### src/rtl/rx_to_pkg.sv
package rx_to_pkg;
  localparam int unsigned MIN_DATA_BITS = 5;

  // Bits in one frame; a 1.5-stop setting is taken as two whole bits.
  function automatic int unsigned frame_bits(input logic [1:0] len_sel,
                                             input logic par, input logic stop_ext);
    int unsigned n;
    n = 1 + MIN_DATA_BITS + int'(len_sel) + (par ? 1 : 0) + (stop_ext ? 2 : 1);
    return n;
  endfunction

  function automatic int unsigned quiet_bits(input int unsigned periods,
                                             input logic [1:0] len_sel,
                                             input logic par, input logic stop_ext);
    return periods * frame_bits(len_sel, par, stop_ext);
  endfunction
endpackage

### src/rtl/rx_to_limit.sv
module rx_to_limit #(
  parameter int unsigned PERIODS = 4,
  parameter int unsigned CW      = 6
) (
  input  logic [1:0]    len_sel,
  input  logic          par,
  input  logic          stop_ext,
  output logic [CW-1:0] limit
);
  import rx_to_pkg::*;
  always_comb limit = CW'(quiet_bits(PERIODS, len_sel, par, stop_ext));
endmodule

### src/rtl/rx_to_counter.sv
module rx_to_counter #(
  parameter int unsigned CW = 6
) (
  input  logic          clk,
  input  logic          rst_n,
  input  logic          hold,
  input  logic          restart,
  input  logic          tick,
  input  logic [CW-1:0] limit,
  output logic [CW-1:0] cnt,
  output logic          hit
);
  logic advance;
  assign advance = !hold && !restart && tick;
  assign hit     = advance && (cnt == limit - 1'b1);

  always_ff @(posedge clk or negedge rst_n) begin
    if (!rst_n)                      cnt <= '0;
    else if (hold || restart)        cnt <= '0;
    else if (advance && cnt < limit) cnt <= cnt + 1'b1;
  end
endmodule

### src/rtl/rx_to_flag.sv
module rx_to_flag (
  input  logic clk,
  input  logic rst_n,
  input  logic set,
  input  logic clr,
  output logic flag
);
  always_ff @(posedge clk or negedge rst_n) begin
    if (!rst_n)   flag <= 1'b0;
    else if (clr) flag <= 1'b0;
    else if (set) flag <= 1'b1;
  end
endmodule

### src/rtl/rx_timeout_det.sv
module rx_timeout_det #(
  parameter int unsigned PERIODS  = 4,
  parameter int unsigned MAX_DATA = 8
) (
  input  logic       clk,
  input  logic       rst_n,
  input  logic       fifo_mode,
  input  logic       fifo_nonempty,
  input  logic       wr_pulse,
  input  logic       rd_pulse,
  input  logic       bit_tick,
  input  logic [1:0] char_len,
  input  logic       parity_en,
  input  logic       stop2,
  output logic       timeout
);
  localparam int unsigned MAX_FRAME = 1 + MAX_DATA + 1 + 2;
  localparam int unsigned MAX_LIMIT = PERIODS * MAX_FRAME;
  localparam int unsigned CW        = $clog2(MAX_LIMIT + 1);

  logic [CW-1:0] limit;
  logic [CW-1:0] cnt;
  logic          hold;
  logic          restart;
  logic          hit;

  assign hold    = !fifo_mode || !fifo_nonempty;
  assign restart = wr_pulse || rd_pulse;

  rx_to_limit #(.PERIODS(PERIODS), .CW(CW)) u_limit (
    .len_sel(char_len), .par(parity_en), .stop_ext(stop2), .limit(limit)
  );

  rx_to_counter #(.CW(CW)) u_cnt (
    .clk(clk), .rst_n(rst_n), .hold(hold), .restart(restart),
    .tick(bit_tick), .limit(limit), .cnt(cnt), .hit(hit)
  );

  rx_to_flag u_flag (
    .clk(clk), .rst_n(rst_n), .set(hit), .clr(rd_pulse), .flag(timeout)
  );
endmodule

### config.mk
export PLATFORM = sky130hd
export DESIGN_NAME = rx_timeout_det
export DESIGN_NICKNAME = d
export VERILOG_FILES = /design/src/rtl/rx_to_pkg.sv /design/src/rtl/rx_to_limit.sv /design/src/rtl/rx_to_counter.sv /design/src/rtl/rx_to_flag.sv /design/src/rtl/rx_timeout_det.sv
export SDC_FILE = /design/constraint.sdc
export NUM_CORES = 1
export LEC_CHECK = 0
export CORE_AREA = 2 2 39 41
export DETAILED_ROUTE_END_ITERATION = 10
export DIE_AREA = 0 0 41 43
export DONT_BUFFER_PORTS = 1
export PLACE_DENSITY_LB_ADDON = 0.08
export SLEW_MARGIN = 25
export SYNTH_ARGS = -nofsm -noshare
export SYNTH_HDL_FRONTEND = slang
export SYNTH_HIERARCHICAL = 1
export SYNTH_SLANG_ARGS = --single-unit
### constraint.sdc
create_clock -name clk -period 2.4 [get_ports clk]
set_input_delay 0.12 -clock clk [delete_from_list [all_inputs] [get_ports clk]]
set_output_delay 0.12 -clock clk [all_outputs]
set_load 0.005 [all_outputs]
==> reports/summary.txt <==
RSZ-0062 raised after global routing = no
Worst skew pair latency = 0.25 ns
Leading cell type in the layout, fill and taps excluded = inv_1
CP arrival = 2.16 ns
Kind of start point of the critical path = primary input
FF-to-FF path depth = 6
CP max FO = 9
Core Footprint = 0.00138 mm2
Routability cong. = 0.693
Clock Tree Buf Depth = 2
Root Buffer = clkbuf_4
Post_cts resized = 0
Initial drt markers = 12
Power Internal = 0.215 mW
Buffers on Ports = 0
Max-Cap Viols = 0
Layout cells sized above 1 = 0.0652
Synth warn = 6
Number of global-route vias before repair = 517
Pin count of the biggest net entering global routing = 10
Layout Nets = 116
Crit path required time = 2.53 ns
Post-synth cell types = 27
F_max = 493 MHz
R2r setup slk = 0.67 ns
Setup TNS = 0 ns
Status = completed
Die H = 43 um
Fin crit period = 2.03 ns
Cell family with most CP delay = adder cells
Kind of critical path = primary input to flip-flop
Detailed Routing Iterations Pass 1 = 4
Hold Path Sink = u_flag/flag$_DFFE_PN0P_
H-tree levels = 1
Post-synth EDFFs = 0
Logic pwr share = 0.254
FF/Latch Area = 175 um2
Commonest non-fill, non-tap cells in the layout = inv_1 (14), nand2_1 (13), ha_1 (11)
Hold depth = 1
DRC viols = 0
Worst hold slack = 0.0308 ns
Area occupied by multi-input gates = 497 um2
Vias = 576
CTS tree = yes
Mean Syn Cell Area = 8.39 um2
Crit path capture type = flip-flop
Post-Synthesis Cells = 89
Clock Pin Slew Worst Setup and Hold Paths = 0.05 ns
Final Max Tran Viols = 0
RR Endpoint = u_cnt/cnt[4]$_DFFE_PN0P_
Power per standard cell area = 387 mW/mm2
Final Cycle Share = 0.845
FF-to-FF Start = u_cnt/cnt[5]$_DFFE_PN0P_
Clk_skew = 0.00191 ns
ANT cells = 0
Post-synth top flop = dfrtp_1
Max stage delay on crit path = 0.40 ns
Initial Util = 0.540
P&R area growth vs syn = 4.52%
Maximum VDD drop = 0.000221 V
Reg power frac = 0.394
Final wirelength = 1310 um
Fraction of registers with async set/reset = 1.00
CTS sink count = 7
Synth Register Bits = 7
Crit path buffers/inverters = 3
CP max stage cell = fa_1
Synth top area share = 0.235
DIE AREA = 0.00176 mm2
GRT Residual Overflow = 0
LEAKAGE = 0.407 nW
Hold path start = rd_pulse
Clock power frac = 0.352
Vias per cell = 5.33
Routed WL per cell = 12.1 um
First-pass GRT wire length = 2070 um
Yosys top cell by area = dfrtp_1
Sw Ratio = 0.289
Sw Pwr = 0.0872 mW
Layout fillers = 134
CTS buffer count = 3
HP Class = primary input to flip-flop
Antenna Nets Post-Route = 0
Die width = 41 um
Synth top area cells = dfrtp_1 (23%), ha_1 (18%), inv_1 (7.0%)
Sequential fraction of the synthesis area = 0.235
Total track usage = 0.177
HPWL after DPL = 1070 um
Final Hold Vio Count = 0
Row Count = 14
Mapped Area = 747 um2
Final setup viols = 0
Io pins = 12
Crit-path cells = fa_1 -> ha_1 -> inv_1 -> ha_1 -> inv_1 -> inv_1 -> ha_1 -> a21oi_1 -> and3_1 -> o221a_2 -> nand4_4 -> mux2i_1
Number of antenna violations at the first check in global routing = 0
==> power by group through the flow <==
stage	Combinational, mW	Sequential, mW	Clock, mW
after floorplan	0.0641	0.121	0
after global routing	0.0878	0.119	0.114
after CTS	0.0767	0.119	0.112
final	0.0767	0.119	0.106
after detailed placement	0.0729	0.121	0
after global placement	0.0711	0.121	0
==> cell families after synthesis <==
family | after synthesis | share of synthesized area
AND/OR/NAND/NOR | 28 | 0.201
flip-flops | 7 | 0.235
XOR/XNOR | 8 | 0.0938
adder cells (fa/ha/maj) | 12 | 0.211
multiplexers | 3 | 0.0402
other | 1 | 0.00502
buffers and inverters | 17 | 0.106
AO/OA/AOI/OAI | 13 | 0.109
==> flip-flops by register name (all words and copies together) (netlist names) <==
name,count
u_cnt/cnt,6
u_flag/flag,1
==> routing by layer <==
metal / up-vias / global-route usage / part of all wire
met3: 2 / 0.0157 / 0.016
met1: 269 / 0.203 / 0.47
li1: 298 / - / -
met5: - / 0 / 0
met4: 0 / 0.120 / 0.0061
met2: 7 / 0.291 / 0.51
==> layout make-up <==
cell class              instances  area share
repair buffers                  1      0.0128
well taps                      16      0.0256
flip-flops and latches          7       0.224
inverters                      14      0.0673
multi-input cells              66       0.636
clock buffers                   4      0.0337
==> repair_timing <==
action | CTS | global route
buffers inserted | 0 | 0
endpoints found under the hold margin | 7 | 0
hold buffers | 1 | 0
==> through the flow <==
stage          setup slack (ns)  total power [mW]  cell area [um2]  instances  utilization
2_1_floorplan             0.209             0.185              751         90            -
3_3_place_gp              0.124             0.192              744        103        0.538
3_5_place_dp             0.0997             0.194              744        103        0.538
4_1_cts                   0.373             0.307              781        108        0.564
5_1_grt                   0.245             0.321              781        108        0.564
6_report                  0.371             0.302              781        108        0.564
==> worst max path at each step <==
stage / start / endpoint / cells after the start
2_1_floorplan: char_len[0] / u_cnt/cnt[4]$_DFFE_PN0P_ / 12
3_3_place_gp: char_len[0] / u_cnt/cnt[4]$_DFFE_PN0P_ / 12
3_5_place_dp: char_len[0] / u_cnt/cnt[4]$_DFFE_PN0P_ / 12
4_1_cts: char_len[0] / u_cnt/cnt[4]$_DFFE_PN0P_ / 12
5_1_grt: stop2 / u_cnt/cnt[4]$_DFFE_PN0P_ / 13
6_report: char_len[0] / u_cnt/cnt[4]$_DFFE_PN0P_ / 12
==> synthesized netlist by cell type (all sizes together) (2+ instances only) <==
library cell / instances
dfrtp: 7
xnor2: 6
ha: 11
a21oi: 3
xor2: 2
nor2: 4
nand4: 3
o21ai: 5
nand2: 13
buf: 3
nand3: 2
nor3: 2
inv: 14
and3: 2
mux2i: 3
Power figures use the tool's default switching activity.
